<file path="src/rtl/pbit_pkg.sv">
package pbit_pkg;
  localparam int LFSR_W = 16;

  function automatic logic [LFSR_W-1:0] lfsr_step(input logic [LFSR_W-1:0] s);
    return {s[LFSR_W-2:0], s[15] ^ s[13] ^ s[12] ^ s[10]};
  endfunction
endpackage

</file>
<file path="src/rtl/pbit_field.sv">
module pbit_field #(
  parameter int N_NBR = 5,
  parameter int W_W   = 4,
  parameter int F_W   = 8
) (
  input  logic [N_NBR-1:0]     spin_i,
  input  logic [N_NBR*W_W-1:0] weight_i,
  input  logic [W_W-1:0]       bias_i,
  output logic [F_W-1:0]       field_o
);
  logic [F_W-1:0] acc;
  logic [F_W-1:0] term;
  logic [W_W-1:0] w;

  always_comb begin
    acc = {{(F_W-W_W){bias_i[W_W-1]}}, bias_i};
    for (int j = 0; j < N_NBR; j++) begin
      w    = weight_i[j*W_W +: W_W];
      term = {{(F_W-W_W){w[W_W-1]}}, w};
      // spin 0 means -1: negate the weight
      acc  = spin_i[j] ? acc + term : acc - term;
    end
    field_o = acc;
  end
endmodule

</file>
<file path="src/rtl/pbit_lut.sv">
module pbit_lut #(
  parameter int F_W   = 8,
  parameter int B_W   = 2,
  parameter int R_MAX = 8,
  localparam int R_W  = $clog2(R_MAX + 1),
  localparam int S_W  = F_W + (1 << B_W)
) (
  input  logic [F_W-1:0] field_i,
  input  logic [B_W-1:0] beta_i,
  output logic           sign_o,
  output logic [R_W-1:0] r_sel_o
);
  logic [F_W-1:0] mag;
  logic [S_W-1:0] scaled;

  always_comb begin
    sign_o  = ~field_i[F_W-1];
    mag     = field_i[F_W-1] ? (~field_i + 1'b1) : field_i;
    scaled  = S_W'(mag) << beta_i;
    if (mag == '0)                  r_sel_o = R_W'(1);
    else if (scaled > S_W'(R_MAX))  r_sel_o = R_W'(R_MAX);
    else                            r_sel_o = scaled[R_W-1:0];
  end
endmodule

</file>
<file path="src/rtl/pbit_lfsr_bank.sv">
module pbit_lfsr_bank
  import pbit_pkg::*;
#(
  parameter int                     N_LANE = 8,
  parameter logic [N_LANE*16-1:0]   SEEDS  = '1
) (
  input  logic                       clk_i,
  input  logic                       rst_ni,
  input  logic                       adv_i,
  output logic [N_LANE-1:0]          bits_o,
  output logic [N_LANE*LFSR_W-1:0]   state_o
);
  for (genvar k = 0; k < N_LANE; k++) begin : gen_lane
    localparam logic [LFSR_W-1:0] RAW  = SEEDS[k*LFSR_W +: LFSR_W];
    localparam logic [LFSR_W-1:0] INIT = (RAW == '0) ? LFSR_W'(1) : RAW;
    logic [LFSR_W-1:0] st;

    always_ff @(posedge clk_i or negedge rst_ni) begin
      if (!rst_ni)    st <= INIT;
      else if (adv_i) st <= lfsr_step(st);
    end

    assign bits_o[k]                   = st[LFSR_W-1];
    assign state_o[k*LFSR_W +: LFSR_W] = st;
  end
endmodule

</file>
<file path="src/rtl/pbit_cell.sv">
module pbit_cell #(
  parameter int                  N_NBR = 5,
  parameter int                  W_W   = 4,
  parameter int                  B_W   = 2,
  parameter int                  R_MAX = 8,
  parameter logic [R_MAX*16-1:0] SEEDS = 128'h6D29_3F81_C0DE_7A5C_0000_BEEF_1234_ACE1
) (
  input  logic                 clk_i,
  input  logic                 rst_ni,
  input  logic                 upd_en_i,
  input  logic [B_W-1:0]       beta_i,
  input  logic [N_NBR-1:0]     nbr_spin_i,
  input  logic [N_NBR*W_W-1:0] weight_i,
  input  logic [W_W-1:0]       bias_i,
  output logic                 spin_o
);
  localparam int F_W  = W_W + 1 + $clog2(N_NBR + 1);
  localparam int R_W  = $clog2(R_MAX + 1);
  localparam int FMAX = (N_NBR + 1) * (1 << (W_W - 1));

  logic [F_W-1:0]      field;
  logic                sign_d;
  logic [R_W-1:0]      r_sel;
  logic [R_MAX-1:0]    rnd_bits;
  logic [R_MAX*16-1:0] lfsr_state;
  logic [R_MAX-1:0]    used;
  logic                flip;

  pbit_field #(.N_NBR(N_NBR), .W_W(W_W), .F_W(F_W)) u_field (
    .spin_i  (nbr_spin_i),
    .weight_i(weight_i),
    .bias_i  (bias_i),
    .field_o (field)
  );

  pbit_lut #(.F_W(F_W), .B_W(B_W), .R_MAX(R_MAX)) u_lut (
    .field_i(field),
    .beta_i (beta_i),
    .sign_o (sign_d),
    .r_sel_o(r_sel)
  );

  pbit_lfsr_bank #(.N_LANE(R_MAX), .SEEDS(SEEDS)) u_lfsr (
    .clk_i  (clk_i),
    .rst_ni (rst_ni),
    .adv_i  (upd_en_i),
    .bits_o (rnd_bits),
    .state_o(lfsr_state)
  );

  // lanes at or above r_sel are forced to 1 in the AND
  for (genvar k = 0; k < R_MAX; k++) begin : gen_mask
    assign used[k] = (R_W'(k) < r_sel);
  end
  assign flip = &(rnd_bits | ~used);

  always_ff @(posedge clk_i or negedge rst_ni) begin
    if (!rst_ni)       spin_o <= 1'b1;
    else if (upd_en_i) spin_o <= sign_d ^ flip;
  end
endmodule

</file>
<file path="config.mk">
export PLATFORM = sky130hd
export DESIGN_NAME = pbit_cell
export DESIGN_NICKNAME = d
export VERILOG_FILES = /design/src/rtl/pbit_pkg.sv /design/src/rtl/pbit_field.sv /design/src/rtl/pbit_lut.sv /design/src/rtl/pbit_lfsr_bank.sv /design/src/rtl/pbit_cell.sv
export SDC_FILE = /design/constraint.sdc
export NUM_CORES = 1
export LEC_CHECK = 0
export ABC_AREA = 1
export BUFFER_PORTS_ARGS = -buffer_cell sky130_fd_sc_hd__buf_2
export CAP_MARGIN = 0
export CORE_UTILIZATION = 40
export CTS_BUF_LIST = sky130_fd_sc_hd__clkbuf_16
export DETAILED_ROUTE_END_ITERATION = 10
export GPL_TIMING_DRIVEN = 0
export PLACE_DENSITY = 0.68
export SYNTH_ARGS = -nofsm -noshare
export SYNTH_HDL_FRONTEND = slang
export SYNTH_SLANG_ARGS = --single-unit
</file>
<file path="constraint.sdc">
create_clock -name clk_i -period 3.2 [get_ports clk_i]
set_input_delay 0.64 -clock clk_i [delete_from_list [all_inputs] [get_ports clk_i]]
set_output_delay 0.64 -clock clk_i [all_outputs]
set_load 0.02 [all_outputs]
</file>
==> results of run 1 <==
[cells in the final DEF (no fill, tap or decap), drive strengths merged, types with 23 or more instances in the layout]
cell    count
a21oi      28
buf        57
clkbuf     41
dfrtp      68
dfstp      61
ha         41
inv       142
nand2     282
nand3      56
nor2       23
o21ai     134
xnor2      33
[per-layer routing]
metal  global-route usage  up-vias  share of wire
li1                     -     3115              -
met1                0.222     2805           0.49
met2                0.286       69           0.48
met3               0.0300       13          0.021
met4               0.0427        0          0.010
met5                    0        -              0
[final timing paths]
| check | start | end | slack, ns | depth (start not counted) |
|---|---|---|---|---|
| worst min-delay path | rst_ni | u_lfsr.gen_lane[2].st[4] | 0.11 | 1 |
| worst max-delay path | weight_i[0] | spin_o | -3.20 | 45 |
| max in group asynchronous | rst_ni | u_lfsr.gen_lane[5].st[4] | 2.32 | 2 |
| min in group clk_i | spin_o | spin_o | 0.46 | 2 |
| worst max register to register | u_lfsr.gen_lane[5].st[15] | spin_o | 2.09 | 8 |
| worst min register to register | spin_o | spin_o | 0.46 | 2 |
[metrics by stage]
step                worst slack, ns  total power, uW  utilization
finish                        -3.20            10800        0.487
detailed placement            -3.74             8390        0.443
global placement              -3.66             8260        0.441
global route                  -3.80            11900        0.487
floorplan                     -3.03             7400            -
CTS                           -3.13            10700        0.486
[final cells by class]
type | count | share of cell area
inverter | 138 | 0.0586
tap | 229 | 0.0324
clock inverter | 15 | 0.0228
clock buffer | 17 | 0.0481
multi-input combinational | 641 | 0.414
buffer | 28 | 0.0123
sequential | 129 | 0.374
timing repair buffer | 53 | 0.0383
[worst max-delay path: cells and delay by family]
family	cells	cell delay, ns
AND/OR/NAND/NOR	24	2.43
adder cells (fa/ha/maj)	6	1.88
AO/OA/AOI/OAI	8	1.01
XOR/XNOR	4	0.55
buffers and inverters	3	0.20
[timing repair]
item	4_1_cts	5_1_grt
pin swaps	15	2
cloned	0	0
resized for setup	13	4
buffers inserted	17	1
hold endpoints to repair	0	0
endpoints found under the setup margin	1	1
[kinds of logic after synthesis]
logic type      Yosys count
compound gates          171
fa+ha+maj                46
xor+xnor                 51
simple gates            373
flops                   129
buf+inv                 166
[flip-flops by register name, summed over array words and instances, names as in the netlist]
name	cells
spin_o	1
u_lfsr.gen_lane.st	128
[power breakdown]
group / internal (uW) / leakage, uW / total [uW] / switching (uW)
clock network: 1360 / 0.000313 / 2040 / 674
logic: 2550 / 0.00240 / 6380 / 3840
registers: 2180 / 0.00153 / 2380 / 206
total: 6090 / 0.00424 / 10800 / 4720
==> results.md, run 1 <==
- The number of enable-type register cells in the synthesized netlist is 0.
- The count of buffers added on input and output ports is 34.
- The repair_antennas step left the layout with diodes totalling 0.
- In the final routed layout, each cell accounts on average for 11.9 um.
- The post-CTS clock slew at the launch and capture registers of the worst setup and hold paths is 0.05 ns.
- The first global-routing pass estimated 26,700 um of wire.
- The sink count of the clock tree is around 130.
- The checks that failed: design-rule violations, negative setup slack.
- In this run the cell area of the synthesized design comes to 7480 um2.
- The xor/xnor cell area share of the yosys netlist is 0.0597.
- Along the worst path, the maximum fanout reaches 8.
- Static timing analysis puts the maximum clock frequency at 156 MHz.
- For this block, the initial DRC count from the detailed router was roughly 270.
- Among all flip-flop cells after synthesis, the most frequent one is sky130_fd_sc_hd__dfrtp_1.
- Of the total synthesized cell area, the portion taken by AND, OR, NAND and NOR gates is 0.216.
- The fill cell instance count of the final layout is 1,729.
- Counting I/O delays and the setup requirement, the final critical path takes 6.40 ns.
- The worst setup path is launched from a primary input.
- For this run, design rule violations remaining after detail routing come to 2.
- The number of hold buffers added after CTS is 0.
- Routability-driven placement finished with a final weighted congestion of 0.802.
- The count of mapped cells out of synthesis is 936.
- The root cell of the clock tree is sky130_fd_sc_hd__clkbuf_16.
- The reported max-cap violation count is 0.
- For this run the aggregate overflow at the end of global routing stands at 0.
- For the final database, setup skew stands at 0.00399 ns.
- The worst setup path is of the primary input to flop kind.
- The sum of negative setup slack is -3.20 ns.
- The maximum buffer depth of the clock tree is 2.
- The TritonCTS clock tree is done.
- For the worst setup path, the data required time is 3.55 ns.
- The area enclosed by the die boundary is 19,300 um2.
- The footprint of the multi-input gates is 3660 um2.
- Setup repair after global routing could not meet its margin everywhere.
- The horizontal extent of the die is 139 um.
- The flow ran to the end, but the final reports show violations.
- The largest net degree at the start of global routing is 96.
- After synthesis, the largest family of logic cells by area is simple AND/OR/NAND/NOR gates.
- The worst pin sits at a relative slew slack of 0.621.
- The post-route fraction of the period consumed by the critical path is 2.00.
- The most repeated cell in the gate-level netlist after synthesis is sky130_fd_sc_hd__nand2_1.
- The dominant cell type by area after synthesis is sky130_fd_sc_hd__dfrtp_1.
- The final layout net count is 1,088.
- In this run the cell area measured after placement is 8030 um2.
- The number of instances in the placed design is 1,200.
- The count of different cell masters after synthesis is 31.
- After synthesis the netlist holds a flip-flop and latch count of 129.
- Registers take 3300 um2.
- The area of the core region is 18,100 um2.
- The max-slew violation count is 0.
- The global routing usage summed across all routing layers is 0.168.
- At the pin with the least slew margin, the transition time is roughly 0.57 ns.
- The worst hold path belongs to the class primary input to asynchronous set/reset pin.
- By count the netlist is led by sky130_fd_sc_hd__nand2_1 (272), sky130_fd_sc_hd__inv_1 (135), sky130_fd_sc_hd__o21ai_0 (130).
- For this configuration, the core starts out at a cell density of 0.412.
- The sequential-to-total area share from yosys stat is 0.442.
- The final antenna-violating net count is 0.
- The number of hold violations in the final report was 0.
- Power spread over the standard cell area amounts to about 1200 nW/um2.
- The post-route standard cell area excluding fillers is 8840 um2.
- The largest single stage delay on the critical path is 0.35 ns.
- In the routed layout, each cell is associated on average with a via count of 4.80.
- For this design, the slowest cell found on the critical path is sky130_fd_sc_hd__ha_1.
- Of the total synthesized cell area, the portion taken by full adders, half adders and majority gates is 0.0820.
- Setup violations remaining at the end of the flow were counted as 1.
- The endpoint type of the worst setup path is a flop.
- The number of warnings printed during yosys synthesis is 0.
- The half-perimeter wire length after detailed placement is 10,400 um.
- When the netlist entered floorplanning its net count stood at between 1,000 and 1,500.
- The first TritonRoute pass finished after 7 iterations.
- The average footprint of a synthesized cell is 7.99 um2.
- The setup slack of the critical path after layout is -3.20 ns.
- The worst-skew pair later-pin latency is about 0.4 ns.
- Of the post-synthesis cell area, the dominant cell type holds 0.228.
- In this run the number of H-tree levels came out at 4.
- Sorting the synthesized cells by area gives the leading types as sky130_fd_sc_hd__dfrtp_1 (23%), sky130_fd_sc_hd__dfstp_2 (21%), sky130_fd_sc_hd__nand2_1 (14%).
- The share of synthesized area spent on multiplexers is 0.
- Hold is met by 0.113 ns.
- The final layout contains routed wiring with a total length of around 15,000 um.
- VDD sags by at most 0.823 mV.
- For this run, asynchronously set or reset flops after synthesis account for 1.00.
- The data arrival time of the critical path is 6.75 ns.
- Summed over all cells, the static leakage comes to about 0.0042 uW.
- The site row count is slightly below 50.
- The number of standard cells in the final layout excluding fillers is 1,250.
- In this design, the critical path's most frequently occurring cell is sky130_fd_sc_hd__nand2_1.
- From bottom edge to top edge, the die measures 139 um.
- The total CTS buffers is 17.
- The area added between synthesis and finish is 18.3%.
- The routed layout has approximately 6,000 vias.
- The area fraction in compound gates after synthesis was 0.117.
- Of the cells placed in the final design, the portion with a size suffix greater than 1 is 0.191.
- The via count of the first global-routing pass came to 5,934.
- 35 I/O pins were placed.
- The number of antenna violations at the first check in global routing was 0.
Power figures use the tool's default switching activity.
==> inputs of run 2 (changes only) <==
CTS_BUF_LIST = sky130_fd_sc_hd__clkbuf_8   (was sky130_fd_sc_hd__clkbuf_16)
==> run 2 against run 1 <==
- the run still ends with design-rule violations, negative setup slack left
- global-route usage is 0.14 points lower
- first-iteration DRC count is 1.1% lower
- non-clock buffer count is 14 higher
- sequential share of layout area is 0.86 points lower
- clock skew is 0.0064 ns higher
- via count is 1.3% higher
- worst hold slack worse by 0.013 ns
- final cell count is 1.1% higher
- critical endpoint unchanged
- highest routed layer unchanged
==> results.md, run 2 (synthesized netlist as in run 1, its figures left out) <==
- In the layout the commonest cells are sky130_fd_sc_hd__nand2_1 (261), sky130_fd_sc_hd__inv_1 (131), sky130_fd_sc_hd__o21ai_0 (125), sky130_fd_sc_hd__dfrtp_1 (68), sky130_fd_sc_hd__dfstp_2 (61).
- The TritonCTS clock tree is done.
- The total inserted antenna cells is 0 (unchanged).
- CTS placed an instance of sky130_fd_sc_hd__clkbuf_8 at the clock tree root.
- The effective utilization at floorplan is 0.412 (unchanged).
- The worst register-to-register path begins at u_lfsr.gen_lane[5].st[15].
- The reg-to-reg endpoint is spin_o.
- The critical path required time is 3.56 ns (about the same).
- The area of the core region is 18,100 um2 (unchanged).
- The category of the worst setup path launch point is a primary input.
- The routed wire length is 15,500 um (+3.9%).
- The via count of the first global-routing pass is 5,943 (+0.15%).
- The share of the core filled with cells came to 0.499 (+0.0115).
- The sum of negative setup slack is -3.28 ns (-0.0829 ns).
- The most frequent standard cell in the layout excluding fill and tap cells is sky130_fd_sc_hd__nand2_1.
- The number of hold violations in the final report came to 0 (unchanged).
- The total CTS buffers is 17 (unchanged).
- The number of instances in the placed design came to 1,200 (unchanged).
- The number of violations reported at the end of detailed-routing iteration 0 came to 263 (-1.1%).
- The largest registers in the layout are u_lfsr.gen_lane.st (128), spin_o (1).
- The global-route wire length before repair was 26,600 um (-0.49%).
- The site row count came to 49 (unchanged).
- Setup repair after global routing could not meet its margin everywhere.
- The number of antenna violations at the first check in global routing is 0 (unchanged).
- The tightest min-delay check is of the primary input to asynchronous set/reset pin type.
- The remaining routing DRC violations came to 2 (unchanged).
- The largest net degree at the start of global routing is 96 (unchanged).
- The count of vias placed by the detailed router was 6,078 (+1.3%).
- The number of standard cells in the final layout excluding fillers came to 1,264 (+1.1%).
- The data arrival time of the critical path came to 6.84 ns (+0.09 ns).
- The worst clock skew is 0.0104 ns (+0.00640 ns).
- The register with the most flip-flops in the final layout is u_lfsr.gen_lane.st.
- The post-route fraction of the period consumed by the critical path came to 2.03 (+0.0259).
- The average wire per cell in the routed design is 12.3 um (+2.8%).
- The worst-margin pin slew came to 0.598 ns (+0.0295 ns).
- The total I/O pin count was 35 (unchanged).
- The global routing usage summed across all routing layers was 0.167 (-0.00140).
- The area enclosed by the die boundary is 19,300 um2 (unchanged).
- The via density per instance came to 4.81 (+0.14%).
- The cell depth of the worst flop-to-flop path is 8 (unchanged).
- The number of buffers inserted by port buffering is 34 (unchanged).
- The reported max-cap violation count is 0 (unchanged).
- The delay of the slowest cell on the worst path is 0.52 ns (+0.17 ns).
- The endpoint type of the worst setup path is a flop.
- The relative slew slack is 0.601 (-0.0197).
- The share of final-layout standard cells stronger than drive strength 1 is 0.243 (+0.0515).
- The post-CTS clock slew at the launch and capture registers of the worst setup and hold paths was 0.07 ns (+0.02 ns).
- The maximum buffer depth of the clock tree is 2 (unchanged).
- The maximum achievable frequency came to 154 MHz (-1.3%).
- The setup slack of the critical path after layout was -3.28 ns (-0.0829 ns).
- The horizontal extent of the die is 139 um (unchanged).
- The aggregate global routing overflow is 0 (unchanged).
- The capture point of the worst path is spin_o.
- The worst setup path startpoint is weight_i[0].
- The max-slew violation count came to 0 (unchanged).
- The sink count of the clock tree is 129 (unchanged).
- The fill cell instance count of the final layout is 1,703 (-1.5%).
- The half-perimeter wire length after detailed placement is 10,400 um (unchanged).
- The final setup violation count is 1 (unchanged).
- The cell seen most often among critical-path stages is sky130_fd_sc_hd__nand2_1.
- The worst-skew pair later-pin latency is 0.42 ns (about the same).
- The final layout net count was 1,102 (+1.3%).
- The shortest clock period the worst path allows after layout is 6.48 ns (+0.0829 ns).
- The flip-flop count of the largest register, all copies and words added came to 128 (unchanged).
- The H-tree depth reported by CTS came to 4 (unchanged).
- The slowest library cell on the worst path is sky130_fd_sc_hd__fa_2.
- The worst setup slack before clock tree synthesis is -3.74 ns (unchanged).
- From synthesis to final layout, the design area changed by 21.0%.
- The first-pass iteration count of the detailed router was 8 (+1).
- The routability congestion estimate was 0.802 (unchanged).
- The slack of the worst reg-to-reg path was 2.02 ns (-0.07 ns).
- The final reports fail on design-rule violations, negative setup slack.
- The final antenna-violating net count came to 0 (unchanged).
- The chip height is 139 um (unchanged).
- The flow ran to the end, but the final reports show violations.
- The largest fanout on the critical path is 8 (unchanged).
- The kind of critical path is primary input to flop.
[run 2: what timing repair did]
item,in CTS,in global routing
cloned,0,0
setup endpoints to repair,1,1
hold buffers,0,0
pin swaps,15,59
setup buffers,17,15
resized for setup,13,65
[run 2: per-stage QoR]
step,area [um2],hold WS (ns)
2_1_floorplan,7540,0.344
3_3_place_gp,8000,0.451
3_5_place_dp,8030,0.458
4_1_cts,8660,0.0860
5_1_grt,9050,0.0955
6_report,9050,0.0996
[run 2: worst min path at each step]
stage,from,to,cells after the start
4_1_cts,rst_ni,u_lfsr.gen_lane[7].st[2],1
3_3_place_gp,u_lfsr.gen_lane[2].st[11],u_lfsr.gen_lane[2].st[12],2
3_5_place_dp,spin_o,spin_o,2
6_report,rst_ni,u_lfsr.gen_lane[1].st[3],1
2_1_floorplan,rst_ni,u_lfsr.gen_lane[0].st[12],0
5_1_grt,rst_ni,u_lfsr.gen_lane[7].st[2],1
[run 2: metal layers]
layer	global-route usage	vias to the layer above	routed length [um]
li1	-	3138	-
met1	0.219	2851	7410
met2	0.285	71	7540
met3	0.0266	18	308
met4	0.0491	0	233
met5	0	-	0
[run 2: area by class of cell]
cell class              instances  area (um2)  area share
multi-input cells             641        3900       0.431
flip-flops and latches        129        3300       0.365
inverters                     138         531      0.0586
repair buffers                 67         468      0.0517
well taps                     229         287      0.0316
clock buffers                  19         262      0.0289
clock inverters                13         194      0.0214
plain buffers                  28         109      0.0120
[run 2: worst max-delay path, delay by kind of cell]
kind | cells | cell delay, ns
xor gates and xnor gates | 3 | 0.43
AOI/OAI and AO/OA | 6 | 0.80
and+or+nand+nor | 24 | 2.25
buffers and inverters | 9 | 0.60
adders and majority gates | 6 | 2.13
Power of run 2 is left out: the tool's default activity adds up to more than one toggle a clock period on the data nets, which glitch-free logic cannot reach.
==> inputs of run 3 (changes only) <==
CELL_PAD_IN_SITES_DETAIL_PLACEMENT = 2   (was unset)
CELL_PAD_IN_SITES_GLOBAL_PLACEMENT = 2   (was unset)
CORE_MARGIN = 5   (was unset)
PLACE_DENSITY = 0.95   (was 0.68)
==> run 3 against run 2 <==
- the run ends with negative setup slack left
- non-clock buffer count is 1 lower
- setup slack got worse by 1.0 ns
- via count up 25%
- sequential share of layout area fell by 0.70 points
- maximum frequency fell by 13%
- global-route usage increased by 12 points
- die area is 12% higher
- final cell count grew 0.32%
- utilization is 0.21 points lower
- register-to-register slack lost 0.20 ns
- clock-buffer cell count grew 2
- critical path type unchanged
- largest cell class unchanged
==> results.md, run 3 (synthesized netlist as in run 1, its figures left out) <==
- The flow ran to the end, but the final reports show violations.
- The final reports fail on negative setup slack.
- The largest registers in the layout are u_lfsr.gen_lane.st (128), spin_o (1).
- The max-slew violation count is 0 (unchanged).
- The total CTS buffers is 17 (unchanged).
- The aggregate global routing overflow is 0 (unchanged).
- The worst-skew pair later-pin latency is 0.50 ns (+0.08 ns).
- The library cell used most frequently in the layout, excluding fill and tap cells, is sky130_fd_sc_hd__nand2_1.
- The number of hold buffers added after CTS is 0 (unchanged).
- The flip-flop count of the largest register, all copies and words added is 128 (unchanged).
- The critical path required time is 3.61 ns (+0.05 ns).
- The slowest stage of the critical path is the sky130_fd_sc_hd__fa_2 cell.
- The maximum buffer depth of the clock tree was 2 (unchanged).
- The number of antenna violations at the first check in global routing is 0 (unchanged).
- The horizontal extent of the die is 147 um (+5.8%).
- The worst setup path is launched from a primary input.
- The via count of the first global-routing pass is 8,413 (+42%).
- Setup repair after global routing could not meet its margin everywhere.
- The maximum achievable frequency is 133 MHz (-13%).
- The area growth from synthesis to layout is 23.4%.
- The largest register by flop count is u_lfsr.gen_lane.st.
- met2 is the most crowded layer.
- The final layout net count is 1,101 (-0.091%).
- The global routing usage summed across all routing layers is 0.290 (+0.123).
- The remaining routing DRC violations was 0 (-2).
- In the layout the commonest cells are sky130_fd_sc_hd__nand2_1 (246), sky130_fd_sc_hd__inv_1 (124), sky130_fd_sc_hd__o21ai_0 (124), sky130_fd_sc_hd__dfrtp_1 (68), sky130_fd_sc_hd__dfstp_2 (61).
- The largest net degree at the start of global routing is 85 (-11%).
- The half-perimeter wire length after detailed placement is 17,800 um (+71%).
- The global-route wire length before repair was 48,600 um (+83%).
- The number of buffers inserted by port buffering came to 34 (unchanged).
- The worst setup slack before clock tree synthesis is -4.37 ns (-0.630 ns).
- The instance area at placement is 8040 um2 (about the same).
- The routed wire length is 36,800 um (+140%).
- The delay of the slowest cell on the worst path is 0.55 ns (+0.03 ns).
- The fill cell instance count of the final layout is 2,003 (+18%).
- The first-pass iteration count of the detailed router is 5 (-3).
- The met2 usage came to 0.551 (+0.266).
- The endpoint type of the worst setup path is a flop.
- The post-CTS clock slew at the launch and capture registers of the worst setup and hold paths was 0.08 ns (about the same).
- The count of vias placed by the detailed router is 7,568 (+25%).
- The final antenna-violating net count is 0 (unchanged).
- The data arrival time of the critical path came to 7.90 ns (+1.06 ns).
- Clock tree synthesis selected as its root buffer the cell sky130_fd_sc_hd__clkbuf_8.
- The kind of critical path is primary input to flop.
- The worst-margin pin slew came to 0.732 ns (+0.134 ns).
- The total I/O pin count is 35 (unchanged).
- The setup slack of the critical path after layout was -4.29 ns (-1.01 ns).
- The largest fanout on the critical path was 4 (-4).
- The met1 routing resource usage after global routing is 0.311 (+0.0925).
- The average wire per cell in the routed design came to 29.0 um (+140%).
- The share of final-layout standard cells stronger than drive strength 1 is 0.284 (+0.0418).
- The shortest clock period the worst path allows after layout is 7.49 ns (+1.01 ns).
- The via density per instance is 5.97 (+24%).
- The reported max-cap violation count came to 0 (unchanged).
- The sink count of the clock tree is 129 (unchanged).
- The total inserted antenna cells came to 0 (unchanged).
- The effective utilization at floorplan is 0.403 (-0.00960).
- The area enclosed by the die boundary came to 21,500 um2 (+12%).
- The post-route fraction of the period consumed by the critical path came to 2.34 (+0.316).
- The global-route met3 utilization is 0.0472 (+0.0206).
- The worst clock skew is 0.0309 ns (+0.0205 ns).
- The number of hold violations in the final report is 0 (unchanged).
- The site row count is 50 (+2.0%).
- The share of the core filled with cells is 0.497 (-0.00206).
- The H-tree depth reported by CTS is 4 (unchanged).
- The post-route standard cell area excluding fillers was 9230 um2 (+2.0%).
- TritonCTS built the clock tree.
- The routability congestion estimate is 0.805 (+0.41%).
- The area of the core region is 18,600 um2 (+2.4%).
- The final setup violation count is 1 (unchanged).
- The chip height came to 147 um (+5.8%).
- The sum of negative setup slack is -4.29 ns (-1.01 ns).
- The worst hold path belongs to the class primary input to asynchronous set/reset pin.
- The number of violations reported at the end of detailed-routing iteration 0 came to 384 (+46%).
- The relative slew slack came to 0.512 (-0.0892).
run 3: final timing paths:
path | startpoint | to | slack [ns] | depth (start not counted)
min in group clk_i | u_lfsr.gen_lane[1].st[4] | u_lfsr.gen_lane[1].st[4] | 0.48 | 2
max in group asynchronous | rst_ni | u_lfsr.gen_lane[5].st[3] | 2.28 | 2
worst min register to register | u_lfsr.gen_lane[1].st[4] | u_lfsr.gen_lane[1].st[4] | 0.48 | 2
worst min-delay path | rst_ni | u_lfsr.gen_lane[1].st[11] | 0.09 | 1
worst max register to register | u_lfsr.gen_lane[5].st[15] | spin_o | 1.82 | 7
worst max-delay path | weight_i[1] | spin_o | -4.29 | 45
run 3: area by class of cell:
class | count | area (um2) | area share
buffer | 28 | 109 | 0.0118
clock inverter | 11 | 104 | 0.0112
clock buffer | 21 | 289 | 0.0313
timing repair buffer | 66 | 464 | 0.0503
sequential | 129 | 3300 | 0.358
multi-input combinational | 641 | 4140 | 0.448
inverter | 138 | 531 | 0.0575
tap | 234 | 293 | 0.0317
run 3: worst max-delay path: cells and delay by family:
kind	cells	cell delay, ns
buf+inv	9	0.70
fa+ha+maj	6	2.14
simple gates	22	2.84
compound gates	5	0.97
xor+xnor	3	0.58
run 3: timing repair:
action,4_1_cts,5_1_grt
setup buffers,15,16
hold endpoints to repair,0,0
gates resized for setup,72,62
pin swaps,54,46
endpoints found under the setup margin,1,1
run 3: through the flow:
stage                     hold WS (ns)  cells
final                           0.0917   1268
after global routing             0.108   1268
after CTS                       0.0948   1252
after detailed placement         0.467   1205
after global placement           0.451   1204
after floorplan                  0.344    936
run 3: metal layers:
layer  up-vias  routed length (um)  share of wire
met5         -                   0              0
met4         0                2680          0.073
met3       184                1670          0.045
met2       347               19200           0.52
met1      3907               13200           0.36
li1       3130                   -              -
Power of run 3 is left out for the same reason.
